**src/rtl/dacctl_pkg.sv**
```systemverilog
package dacctl_pkg;

   typedef enum logic [3:0] {
      OP_NONE,
      OP_REF,
      OP_GSET,
      OP_GCLR,
      OP_SWCLR,
      OP_SWRST,
      OP_CODE,
      OP_LOAD,
      OP_CODELOAD,
      OP_DFLT,
      OP_CFG,
      OP_PWR
   } op_e;

   // exact-match control frames
   localparam logic [23:0] MAGIC_GCLR  = 24'h309630;
   localparam logic [23:0] MAGIC_GSET  = 24'h319630;
   localparam logic [23:0] MAGIC_SWCLR = 24'h349630;
   localparam logic [23:0] MAGIC_SWRST = 24'h359630;

   // top-nibble command classes
   localparam logic [3:0] NIB_REF      = 4'h2;
   localparam logic [3:0] NIB_PWR      = 4'h4;
   localparam logic [3:0] NIB_CFG      = 4'h5;
   localparam logic [3:0] NIB_DFLT     = 4'h6;
   localparam logic [3:0] NIB_CODE     = 4'h8;
   localparam logic [3:0] NIB_LOAD     = 4'h9;
   localparam logic [3:0] NIB_CODELOAD = 4'hA;

   localparam int FRAME_W = 24;
   localparam int FIELD_W = 16;

endpackage

```
**src/rtl/dacctl_decode.sv**
```systemverilog
module dacctl_decode
   import dacctl_pkg::*;
#(
   parameter int CH_W = 3
) (
   input  logic               frame_vld,
   input  logic [FRAME_W-1:0] frame_data,
   output op_e                op,
   output logic [CH_W-1:0]    ch_idx,
   output logic [FIELD_W-1:0] field
);

   logic [3:0] nib;

   assign nib    = frame_data[23:20];
   assign ch_idx = frame_data[16 +: CH_W];
   assign field  = frame_data[FIELD_W-1:0];

   always_comb begin
      op = OP_NONE;
      if (frame_vld) begin
         if (frame_data == MAGIC_GCLR)       op = OP_GCLR;
         else if (frame_data == MAGIC_GSET)  op = OP_GSET;
         else if (frame_data == MAGIC_SWCLR) op = OP_SWCLR;
         else if (frame_data == MAGIC_SWRST) op = OP_SWRST;
         else begin
            unique case (nib)
               NIB_REF:      op = OP_REF;
               NIB_PWR:      op = OP_PWR;
               NIB_CFG:      op = OP_CFG;
               NIB_DFLT:     op = OP_DFLT;
               NIB_CODE:     op = OP_CODE;
               NIB_LOAD:     op = OP_LOAD;
               NIB_CODELOAD: op = OP_CODELOAD;
               default:      op = OP_NONE;
            endcase
         end
      end
   end

endmodule

```
**src/rtl/dacctl_ref.sv**
```systemverilog
module dacctl_ref
   import dacctl_pkg::*;
(
   input  logic       clk,
   input  logic       rst,
   input  op_e        op,
   input  logic [1:0] mode_i,
   input  logic       hold_i,
   input  logic       lock,
   input  logic       any_pwr,
   output logic [1:0] mode_o,
   output logic       hold_o,
   output logic       pwr_en_o
);

   logic [1:0] mode_q;
   logic       hold_q;

   always_ff @(posedge clk) begin
      if (rst || op == OP_SWRST) begin
         mode_q <= 2'b00;
         hold_q <= 1'b0;
      end else if (op == OP_REF && !lock) begin
         mode_q <= mode_i;
         hold_q <= hold_i;
      end
   end

   assign mode_o   = mode_q;
   assign hold_o   = hold_q;
   assign pwr_en_o = (mode_q != 2'b00) && (any_pwr || hold_q);

   assert_ref_load_R2: assert property (@(posedge clk) disable iff (rst)
      (op == OP_REF && !lock) |=> (mode_q == $past(mode_i) && hold_q == $past(hold_i)));

   assert_ref_locked_R4: assert property (@(posedge clk) disable iff (rst)
      (op == OP_REF && lock) |=> ($stable(mode_q) && $stable(hold_q)));

endmodule

```
**src/rtl/dacctl_chan.sv**
```systemverilog
module dacctl_chan
   import dacctl_pkg::*;
#(
   parameter int          DW       = 12,
   parameter logic [DW-1:0] DFLT_RST = '0,
   parameter bit          OUT_REG  = 1'b0
) (
   input  logic          clk,
   input  logic          rst,
   input  op_e           op,
   input  logic          sel,
   input  logic          cfg_sel,
   input  logic [DW-1:0] data,
   input  logic          cfg_gtb,
   input  logic          cfg_clb,
   input  logic          gate,
   output logic [DW-1:0] out
);

   logic [DW-1:0] code_q;
   logic [DW-1:0] dac_q;
   logic [DW-1:0] dflt_q;
   logic          gtb_q;
   logic          clb_q;
   logic [DW-1:0] eff;

   always_ff @(posedge clk) begin
      if (rst || op == OP_SWRST) begin
         code_q <= '0;
         dac_q  <= '0;
         dflt_q <= DFLT_RST;
         gtb_q  <= 1'b0;
         clb_q  <= 1'b0;
      end else begin
         case (op)
            OP_CODE:     if (sel) code_q <= data;
            OP_LOAD:     if (sel) dac_q <= code_q;
            OP_CODELOAD: if (sel) begin
               code_q <= data;
               dac_q  <= data;
            end
            OP_DFLT:     if (sel) dflt_q <= data;
            OP_CFG:      if (cfg_sel) begin
               gtb_q <= cfg_gtb;
               clb_q <= cfg_clb;
            end
            OP_SWCLR:    if (!clb_q) begin
               code_q <= dflt_q;
               dac_q  <= dflt_q;
            end
            default: ;
         endcase
      end
   end

   assign eff = (gate && !gtb_q) ? dflt_q : dac_q;

   generate
      if (OUT_REG) begin : g_out_reg
         logic [DW-1:0] out_q;
         always_ff @(posedge clk) begin
            if (rst) out_q <= '0;
            else     out_q <= eff;
         end
         assign out = out_q;
      end else begin : g_out_comb
         assign out = eff;
      end
   endgenerate

   assert_gate_keeps_codes_R6: assert property (@(posedge clk) disable iff (rst)
      (op == OP_GSET || op == OP_GCLR) |=> ($stable(code_q) && $stable(dac_q)));

   assert_clear_protect_R7: assert property (@(posedge clk) disable iff (rst)
      (op == OP_SWCLR && clb_q) |=> ($stable(code_q) && $stable(dac_q)));

   assert_clear_loads_R7: assert property (@(posedge clk) disable iff (rst)
      (op == OP_SWCLR && !clb_q) |=> (code_q == $past(dflt_q) && dac_q == $past(dflt_q)));

endmodule

```
**src/rtl/dacctl_top.sv**
```systemverilog
module dacctl_top
   import dacctl_pkg::*;
#(
   parameter int            N        = 8,
   parameter int            DW       = 12,
   parameter logic [DW-1:0] DFLT_RST = '0,
   parameter bit            OUT_REG  = 1'b0
) (
   input  logic            clk,
   input  logic            rst,
   input  logic            frame_vld,
   input  logic [23:0]     frame_data,
   input  logic            ref_lock,
   output logic [N*DW-1:0] ch_out,
   output logic [1:0]      ref_mode,
   output logic            ref_pwr_en,
   output logic            gate_on
);

   localparam int CH_W = 3;
   localparam int LSB  = FIELD_W - DW;

   generate
      if (N < 1 || N > 8) begin : g_bad_n
         $error("dacctl_top: N must be 1..8");
      end
      if (DW < 1 || DW > 12) begin : g_bad_dw
         $error("dacctl_top: DW must be 1..12");
      end
   endgenerate

   op_e                dec_op;
   logic [CH_W-1:0]    dec_ch;
   logic [FIELD_W-1:0] dec_field;
   logic               gate_q;
   logic [N-1:0]       pwr_q;
   logic               hold;

   dacctl_decode #(.CH_W(CH_W)) u_dec (
      .frame_vld  (frame_vld),
      .frame_data (frame_data),
      .op         (dec_op),
      .ch_idx     (dec_ch),
      .field      (dec_field)
   );

   always_ff @(posedge clk) begin
      if (rst || dec_op == OP_SWRST) begin
         gate_q <= 1'b0;
         pwr_q  <= '1;
      end else begin
         if (dec_op == OP_GSET) gate_q <= 1'b1;
         if (dec_op == OP_GCLR) gate_q <= 1'b0;
         if (dec_op == OP_PWR)  pwr_q  <= dec_field[8 +: N];
      end
   end

   dacctl_ref u_ref (
      .clk      (clk),
      .rst      (rst),
      .op       (dec_op),
      .mode_i   (frame_data[17:16]),
      .hold_i   (frame_data[18]),
      .lock     (ref_lock),
      .any_pwr  (|pwr_q),
      .mode_o   (ref_mode),
      .hold_o   (hold),
      .pwr_en_o (ref_pwr_en)
   );

   generate
      for (genvar i = 0; i < N; i++) begin : g_ch
         dacctl_chan #(
            .DW       (DW),
            .DFLT_RST (DFLT_RST),
            .OUT_REG  (OUT_REG)
         ) u_ch (
            .clk     (clk),
            .rst     (rst),
            .op      (dec_op),
            .sel     (dec_ch == CH_W'(i)),
            .cfg_sel (dec_field[8 + i]),
            .data    (dec_field[FIELD_W-1:LSB]),
            .cfg_gtb (dec_field[1]),
            .cfg_clb (dec_field[0]),
            .gate    (gate_q),
            .out     (ch_out[i*DW +: DW])
         );
      end
   endgenerate

   assign gate_on = gate_q;

   assert_pwr_needs_internal_R3: assert property (@(posedge clk) disable iff (rst)
      (ref_mode == 2'b00) |-> !ref_pwr_en);

   assert_pwr_hold_R3: assert property (@(posedge clk) disable iff (rst)
      (ref_mode != 2'b00 && hold) |-> ref_pwr_en);

   assert_gate_cmd_R5: assert property (@(posedge clk) disable iff (rst)
      (dec_op == OP_GSET) |=> gate_on);

   assert_nop_stable_R9: assert property (@(posedge clk) disable iff (rst)
      (dec_op == OP_NONE) |=> ($stable(gate_q) && $stable(pwr_q) && $stable(ref_mode)));

   assert_swrst_R8: assert property (@(posedge clk) disable iff (rst)
      (dec_op == OP_SWRST) |=> (!gate_q && ref_mode == 2'b00 && (&pwr_q)));

endmodule

```
**config.mk**
```make
export PLATFORM = sky130hd
export DESIGN_NAME = dacctl_top
export DESIGN_NICKNAME = d
export VERILOG_FILES = /design/src/rtl/dacctl_pkg.sv /design/src/rtl/dacctl_decode.sv /design/src/rtl/dacctl_ref.sv /design/src/rtl/dacctl_chan.sv /design/src/rtl/dacctl_top.sv
export SDC_FILE = /design/constraint.sdc
export NUM_CORES = 1
export LEC_CHECK = 0
export ABC_CLOCK_PERIOD_IN_PS = 4200
export BUFFER_PORTS_ARGS = -buffer_cell sky130_fd_sc_hd__buf_2
export CAP_MARGIN = 30
export CORE_MARGIN = 2
export CORE_UTILIZATION = 35
export CTS_CLUSTER_SIZE = 16
export DETAILED_ROUTE_END_ITERATION = 8
export SYNTH_ARGS = -nofsm -noshare
export SYNTH_HDL_FRONTEND = slang
export SYNTH_SLANG_ARGS = --single-unit
```
**constraint.sdc**
```tcl
create_clock -name clk -period 4.2 [get_ports clk]
set_input_delay 0 -clock clk [delete_from_list [all_inputs] [get_ports clk]]
set_output_delay 0 -clock clk [all_outputs]
set_load 0.03 [all_outputs]
```
==> reports/results.tsv, run 1 <==
stage	metric	value	unit
floorplan	Ports	128	
clocking	clock buffers created by TritonCTS	37	
clocking	clock sink count	316	
timing	Slew HR	0.288	
power_and_ir_drop	Peak VDD IR	0.000237	V
outcome	run status	finished, final reports clean	
drt	wire per inst	23.1	um
finish	Layout area overhead	16.1	%
logic_synthesis	Seq/Total Area, Yosys	0.416	
logic_synthesis	cell count after synthesis	1598	
logic_synthesis	Compound-Gate Fraction of Synth Area	0.276	
floorplan	die height	213	um
finish	share of layout cells above drive strength 1	0.280	
drt	vias per cell	5.78	
floorplan	Die ar.	45200	um2
worst_setup_path	CP max FO	96	
logic_synthesis	combinational family with the most area after synthesis	compound AO/OA/AOI/OAI gates	
timing	Setup Total Neg Slack	0	ps
timing	Clock Skew	17.8	ps
floorplan	Die Width	213	um
worst_setup_path	Setup crit end kind	flip-flop	
grt	grt total ovfl	0	
logic_synthesis	dominant synthesized flop cell	dfxtp_1	
drt	final WL	52.3	mm
logic_synthesis	synth unique cells	54	
timing	f_max	314	MHz
clocking	latest clock arrival within the worst-skew pair	530	ps
logic_synthesis	Synth Area in Adders	0	
logic_synthesis	mapped cell area	15200	um2
grt	vias in the first global route	12593	
logic_synthesis	Syn Nets	1626	
logic_synthesis	Synth top area share	0.416	
floorplan	core area	43000	um2
drt	Final ANT Viol Nets	0	
clocking	Clock Tree Root	clkbuf_16	
logic_synthesis	Post-synth EDFFs	0	
place	placed inst area	16300	um2
timing	Setup violations, final	0	
flow_run	max-cap viol count	0	
clocking	H-tree levels	2	
logic_synthesis	synthesis-stage register bit count	316	
floorplan	Initial Util	0.354	
clocking	TritonCTS clock tree	done	
grt	antenna violations before repair	1	
timing	actual slew at the worst max-slew pin	1060	ps
logic_synthesis	cell type with the largest total area after synthesis	dfxtp_1	
clocking	clk slew on worst S/H paths	60	ps
logic_synthesis	Synth area leaders	dfxtp_1, a211oi_2, mux2_2, a21oi_1, mux2i_1	
power_and_ir_drop	Power Dens Cells	400	nW/um2
grt	gr usage total	0.228	
logic_synthesis	simple-gate portion of the synthesized area	0.115	
drt	drt drc	0	
place	DPL Wire Length	32.3	mm
power_and_ir_drop	static leakage	6.87	nW
worst_setup_path	Critical Path Source Type	input port	
timing	final hold viol count	0	
logic_synthesis	Post-synth ARST share	0	
finish	final core occ	0.411	
floorplan	Site Rows	76	
finish	post-route cell area	17700	um2
grt	first-pass GRT wire length	78.4	mm
clocking	Max Root-Sink Buffers	3	
drt	DR vias	13084	
worst_setup_path	arrival time worst endpoint	3620	ps
logic_synthesis	Synth Area in XOR/XNOR	0.00115	
finish	Antenna Cells	0	
place	# port buffers	127	
worst_setup_path	Req. time, crit path	4630	ps
finish	Final #Nets	1682	
logic_synthesis	Warnings, synthesis	0	
timing	fin crit share	0.759	
finish	Layout Cells excl Fill	2262	
place	Post-Place Cells	2191	
timing	Final min period	3190	ps
logic_synthesis	Post-Syn Area per Cell	9.52	um2
drt	Detailed Routing Iterations Pass 1	6	
clocking	cts repair resizes	0	
place	GPL Wtd Cong	0.863	
timing	Slew Limit Fails	0	
grt	largest net degree at the start of global routing	114	
worst_setup_path	critical path type	in2reg	
drt	DRT iter0 DRCs	1077	
timing	RSZ-0062 raised after global routing	no	
logic_synthesis	post-synthesis mux area share	0.134	
worst_hold_path	hold crit path type	in2reg	
==> cell usage after synthesis (11+ instances only) <==
cell type  count
and3_1        12
a221oi_1      82
a31oi_1       17
mux2i_1       96
a221o_1       12
buf_1         11
nand3_1       32
dfxtp_1      316
nor2_1       184
a211oi_1      88
nand2_1       50
nor2b_1       15
clkbuf_1      81
nor3_1        14
mux2_2        96
buf_2         78
a21oi_1      214
a211oi_2      92
nor4_1        14
==> area by class of cell <==
type                    count  area (um2)
clock buffers              55        1130
well taps                 585         732
inverters                   3        11.3
flip-flops and latches    316        6330
multi-input cells        1094        8050
clock inverters             7         121
repair buffers            202        1300
fillers                  4226       25300
==> kinds of logic after synthesis <==
logic type | count (synthesis)
AOI/OAI and AO/OA | 533
and+or+nand+nor | 367
xor gates and xnor gates | 2
muxes | 192
buffers and inverters | 188
DFF | 316
==> where the power goes <==
part           total (mW)  switching (mW)  leakage (nW)  internal (mW)
clock                3.31            1.28         0.601           2.03
sequential           3.09          0.0329          2.55           3.06
combinational       0.672           0.457          3.72          0.216
total                7.07            1.77          6.87           5.30
==> state kept, by name, indices dropped and copies added (netlist names) <==
name and flops:
g_ch.u_ch.gtb_q 8, pwr_q 8, g_ch.u_ch.clb_q 8, u_ref.mode_o 2
g_ch.u_ch.dflt_q 96, g_ch.u_ch.dac_q 96, g_ch.u_ch.code_q 96, gate_on 1
u_ref.hold_o 1
==> layer usage <==
layer,global-route usage,wire length [um]
met3,0.0437,3890
met2,0.375,24600
met5,0,7
met4,0.105,2440
met1,0.290,21400
==> what timing repair did <==
| item | in CTS | in global routing |
|---|---|---|
| endpoints found under the setup margin | 0 | 0 |
| hold endpoints to repair | 46 | 0 |
| hold buffers | 9 | 0 |
| setup buffers | 0 | 0 |
==> through the flow <==
stage                     power [mW]  worst slack [ps]  hold slack (ps)
after floorplan                 3.60              1860              147
after global placement          3.80               901              340
after detailed placement        3.81              1160              348
after CTS                       7.12              1120             13.5
after global routing            7.29               850             24.9
final                           7.07              1010             27.4
==> layout by cell type (no fill, tap or decap), drive strengths merged, types with 5 or more instances in the layout <==
cell type | Yosys | final
o21ai | 6 | 6
nand3 | 32 | 32
a21oi | 215 | 215
a31oi | 18 | 18
buf | 104 | 193
nor4 | 16 | 16
clkbuf | 81 | 55
nor3 | 14 | 14
a221oi | 90 | 90
nor2 | 194 | 194
nand2 | 50 | 50
and3 | 12 | 12
mux2i | 96 | 96
dlygate4sd3 | 0 | 9
a211oi | 180 | 180
nor2b | 15 | 15
a221o | 12 | 12
mux2 | 96 | 96
dfxtp | 316 | 316
nand2b | 5 | 5
and2 | 8 | 8
==> final timing paths <==
kind	startpoint	endpoint	slack, ps	depth (start not counted)
max	frame_data[12]	g_ch[0].u_ch.dac_q[6]$_SDFFE_PP0P_	1010	9
min	frame_data[15]	g_ch[2].u_ch.dflt_q[11]$_SDFFE_PP0P_	30	4
max reg2reg	g_ch[2].u_ch.clb_q$_SDFFE_PP0P_	g_ch[2].u_ch.dac_q[10]$_SDFFE_PP0P_	2180	5
min reg2reg	g_ch[5].u_ch.gtb_q$_SDFFE_PP0P_	g_ch[5].u_ch.gtb_q$_SDFFE_PP0P_	470	2
==> worst max-delay path, cell delays in order <==
cell	delay (ps)
dlygate4sd3_1	570
buf_2	390
and4b_1	280
and4_1	290
a31o_2	390
and4_4	680
buf_12	450
a221oi_1	180
a211oi_1	310
No activity file was read; power rests on OpenSTA's default activity.
==> inputs of run 2 (changes only) <==
- ABC_AREA: not set -> 1
- ABC_CLOCK_PERIOD_IN_PS: 4200 -> 3030
- clock period: 4.2 -> 3.03 ns (I/O delays scaled with it)
==> run 2 against run 1 <==
Compared with the run above: cell count rose by 41%; critical endpoint is now g_ch[0].u_ch.dac_q[2]$_SDFFE_PP0P_; power rose by 51%; worst setup slack got worse by 870 ps; routed wire length rose by 8.3%; global-route usage rose by 0.64 points; clock power rose by 32%; largest power group is now sequential cells; synthesized area rose by 4.4%.
==> reports/results.tsv, run 2 <==
stage	metric	value	unit	change
place	Post-Place Cells	3111		+42%
worst_hold_path	hold crit path type	in2reg		
finish	post-route cell area	18300	um2	+3.4%
clocking	Max Root-Sink Buffers	3		unchanged
power_and_ir_drop	switching fraction of total power	0.296		+0.0460
logic_synthesis	Synth area leaders	dfxtp_1, nand2_1, nor2_1, a21oi_1, nand3_1		
grt	grt total ovfl	0		unchanged
logic_synthesis	Synth top cells by count	nand2_1, nor2_1, dfxtp_1		
floorplan	Site Rows	78		+2.6%
place	DPL Wire Length	35.0	mm	+8.5%
worst_setup_path	Req. time, crit path	3480	ps	-1150 ps
finish	Final #Nets	2585		+54%
power_and_ir_drop	Switching Power	3.16	mW	+79%
logic_synthesis	Post-synth EDFFs	0		unchanged
logic_synthesis	Warnings, synthesis	0		unchanged
floorplan	Die ar.	47100	um2	+4.3%
finish	Layout area overhead	15.0	%	
power_and_ir_drop	Peak VDD IR	0.000297	V	+25%
logic_synthesis	synth unique cells	30		-44%
logic_synthesis	cell count after synthesis	2499		+56%
timing	Final min period	2890	ps	
drt	wire per inst	17.8	um	-23%
finish	Layout Cells excl Fill	3179		+41%
worst_setup_path	CP max FO	48		-50%
place	placed inst area	17000	um2	+4.1%
logic_synthesis	Post-synth ARST share	0		unchanged
clocking	TritonCTS clock tree	done		
floorplan	Ports	128		unchanged
logic_synthesis	synthesis-stage register bit count	316		unchanged
floorplan	core area	45100	um2	+4.9%
timing	f_max	346	MHz	
clocking	latest clock arrival within the worst-skew pair	540	ps	about the same
timing	actual slew at the worst max-slew pin	887	ps	-177 ps
worst_setup_path	r2r setup slk	1530	ps	-650 ps
place	worst slack at placement	343	ps	-815 ps
drt	vias per cell	5.23		-9.5%
grt	largest net degree at the start of global routing	120		+5.3%
place	GPL Wtd Cong	0.876		+1.4%
finish	share of layout cells above drive strength 1	0.110		-0.171
logic_synthesis	cell type with the largest total area after synthesis	dfxtp_1		
timing	RSZ-0062 raised after global routing	no		
drt	DRT iter0 DRCs	1536		+43%
floorplan	die height	217	um	+2.1%
worst_setup_path	critical path type	in2reg		
power_and_ir_drop	Clock Power Share	0.411		-0.057
timing	final worst setup slack	143	ps	-871 ps
clocking	H-tree levels	2		unchanged
finish	commonest non-fill, non-tap cells in the layout	nand2_1, nor2_1, dfxtp_1		
finish	biggest registers after layout	g_ch.u_ch.code_q x96, g_ch.u_ch.dac_q x96, g_ch.u_ch.dflt_q x96		
clocking	clock sink count	316		unchanged
drt	final WL	56.6	mm	+8.3%
drt	drt drc	0		unchanged
drt	DR vias	16635		+27%
logic_synthesis	Seq/Total Area, Yosys	0.398		-0.0175
drt	Final ANT Viol Nets	0		unchanged
timing	Slew HR	0.407		+0.119
outcome	run status	finished, final reports clean		
timing	Setup violations, final	0		unchanged
logic_synthesis	Syn Nets	2527		+55%
timing	Slew Limit Fails	0		unchanged
power_and_ir_drop	Power Dens Cells	584	nW/um2	+46%
place	# port buffers	127		unchanged
logic_synthesis	Synth top area share	0.398		-0.0175
finish	commonest non-fill, non-tap cell in the layout	nand2_1		
floorplan	Initial Util	0.352		-0.00170
power_and_ir_drop	P_int	7.51	mW	+42%
logic_synthesis	Post-Syn Area per Cell	6.36	um2	-33%
logic_synthesis	mapped cell area	15900	um2	+4.4%
grt	vias in the first global route	15198		+21%
timing	fin crit share	0.953		
finish	Antenna Cells	0		unchanged
clocking	Clock Tree Root	clkbuf_16		
grt	first-pass GRT wire length	86.9	mm	+11%
floorplan	Die Width	217	um	+2.1%
flow_run	max-cap viol count	0		unchanged
clocking	clk slew on worst S/H paths	60	ps	about the same
logic_synthesis	dominant synthesized flop cell	dfxtp_1		
clocking	clock buffers created by TritonCTS	36		-2.7%
timing	Setup Total Neg Slack	0	ps	unchanged
worst_setup_path	Critical Path Source Type	input port		
timing	final hold viol count	0		unchanged
power_and_ir_drop	static leakage	9.54	nW	+39%
grt	antenna violations before repair	0		-1
power_and_ir_drop	Logic pwr share	0.173		+0.078
drt	Detailed Routing Iterations Pass 1	7		+1
worst_setup_path	Setup crit end kind	flip-flop		
worst_setup_path	arrival time worst endpoint	3340	ps	-280 ps
grt	gr usage total	0.235		+0.00639
power_and_ir_drop	Flop pwr share	0.417		-0.020
clocking	postcts setup bufs	0		unchanged
logic_synthesis	top-count cell post-synth	nand2_1		
timing	Clock Skew	25.1	ps	+7.33 ps
## run 2: cell count changes after synthesis, sizes merged, moves of 90 or more
cell	before	now
inv	3	229
nand2	50	540
a221oi	90	0
nand3	32	225
nor2	194	526
a211oi	180	1
o21ai	6	129
mux2i	96	0
nand4	2	118
mux2	96	0
## run 2: metal layers
metal  GRT usage  share of wire  up-vias
met5           0              0        -
met4       0.106          0.044        0
met3      0.0373          0.073      136
met2       0.384           0.46      644
met1       0.305           0.42     7738
li1            -              -     8117
## run 2: layout make-up
cell class	count	area [um2]
clock buffer	52	1040
fill	4807	26800
tap	600	751
clock inverter	8	115
inverter	236	912
sequential	316	6330
timing repair buffer	194	1230
multi-input combinational	1773	7890
## run 2: power by group through the flow
stage	Sequential, mW	Combinational [mW]	Clock, mW
final	4.44	1.84	4.38
after global routing	4.46	2.03	4.61
after CTS	4.44	1.83	4.44
after detailed placement	4.53	1.82	0
after global placement	4.53	1.79	0
after floorplan	4.52	1.27	0
## run 2: kinds of logic after synthesis
family | count (synthesis) | share of synthesized area
DFF | 316 | 0.398
and+or+nand+nor | 1424 | 0.384
buffers and inverters | 410 | 0.107
AOI/OAI and AO/OA | 349 | 0.111
## run 2: final timing paths
kind                                                      start  cells after the start                                  to
worst min register to register            pwr_q[7]$_SDFFE_PP1N_                      2               pwr_q[7]$_SDFFE_PP1N_
worst min-delay path                                        rst                      4                gate_on$_SDFFE_PP0N_
worst max register to register  g_ch[3].u_ch.clb_q$_SDFFE_PP0P_                      4  g_ch[3].u_ch.dac_q[3]$_SDFFE_PP0P_
worst max-delay path                              frame_data[5]                     15  g_ch[0].u_ch.dac_q[2]$_SDFFE_PP0P_
## run 2: critical path, cell delays in order
cell and delay [ps]:
dlygate4sd3_1 550, buf_2 160, inv_2 260, nor2_1 70
nand2_1 80, nor2_2 60, nand3_1 100, nand3_2 150
nand2_4 230, buf_4 560, nand4_1 440, buf_4 350
nand3_1 110, nor2_1 50, nor2_1 140
## run 2: through the flow
stage               power, mW  hold slack (ps)   util
CTS                      10.7             9.59  0.405
global placement         6.32              359  0.377
detailed placement       6.35              373  0.377
finish                   10.7             20.6  0.405
global route             11.1             45.8  0.405
floorplan                5.79              173      -
## run 2: what timing repair did
action | CTS | global route
gates resized for setup | 0 | 2
endpoints found under the setup margin | 0 | 1
hold buffers | 8 | 0
hold endpoints to repair | 27 | 0
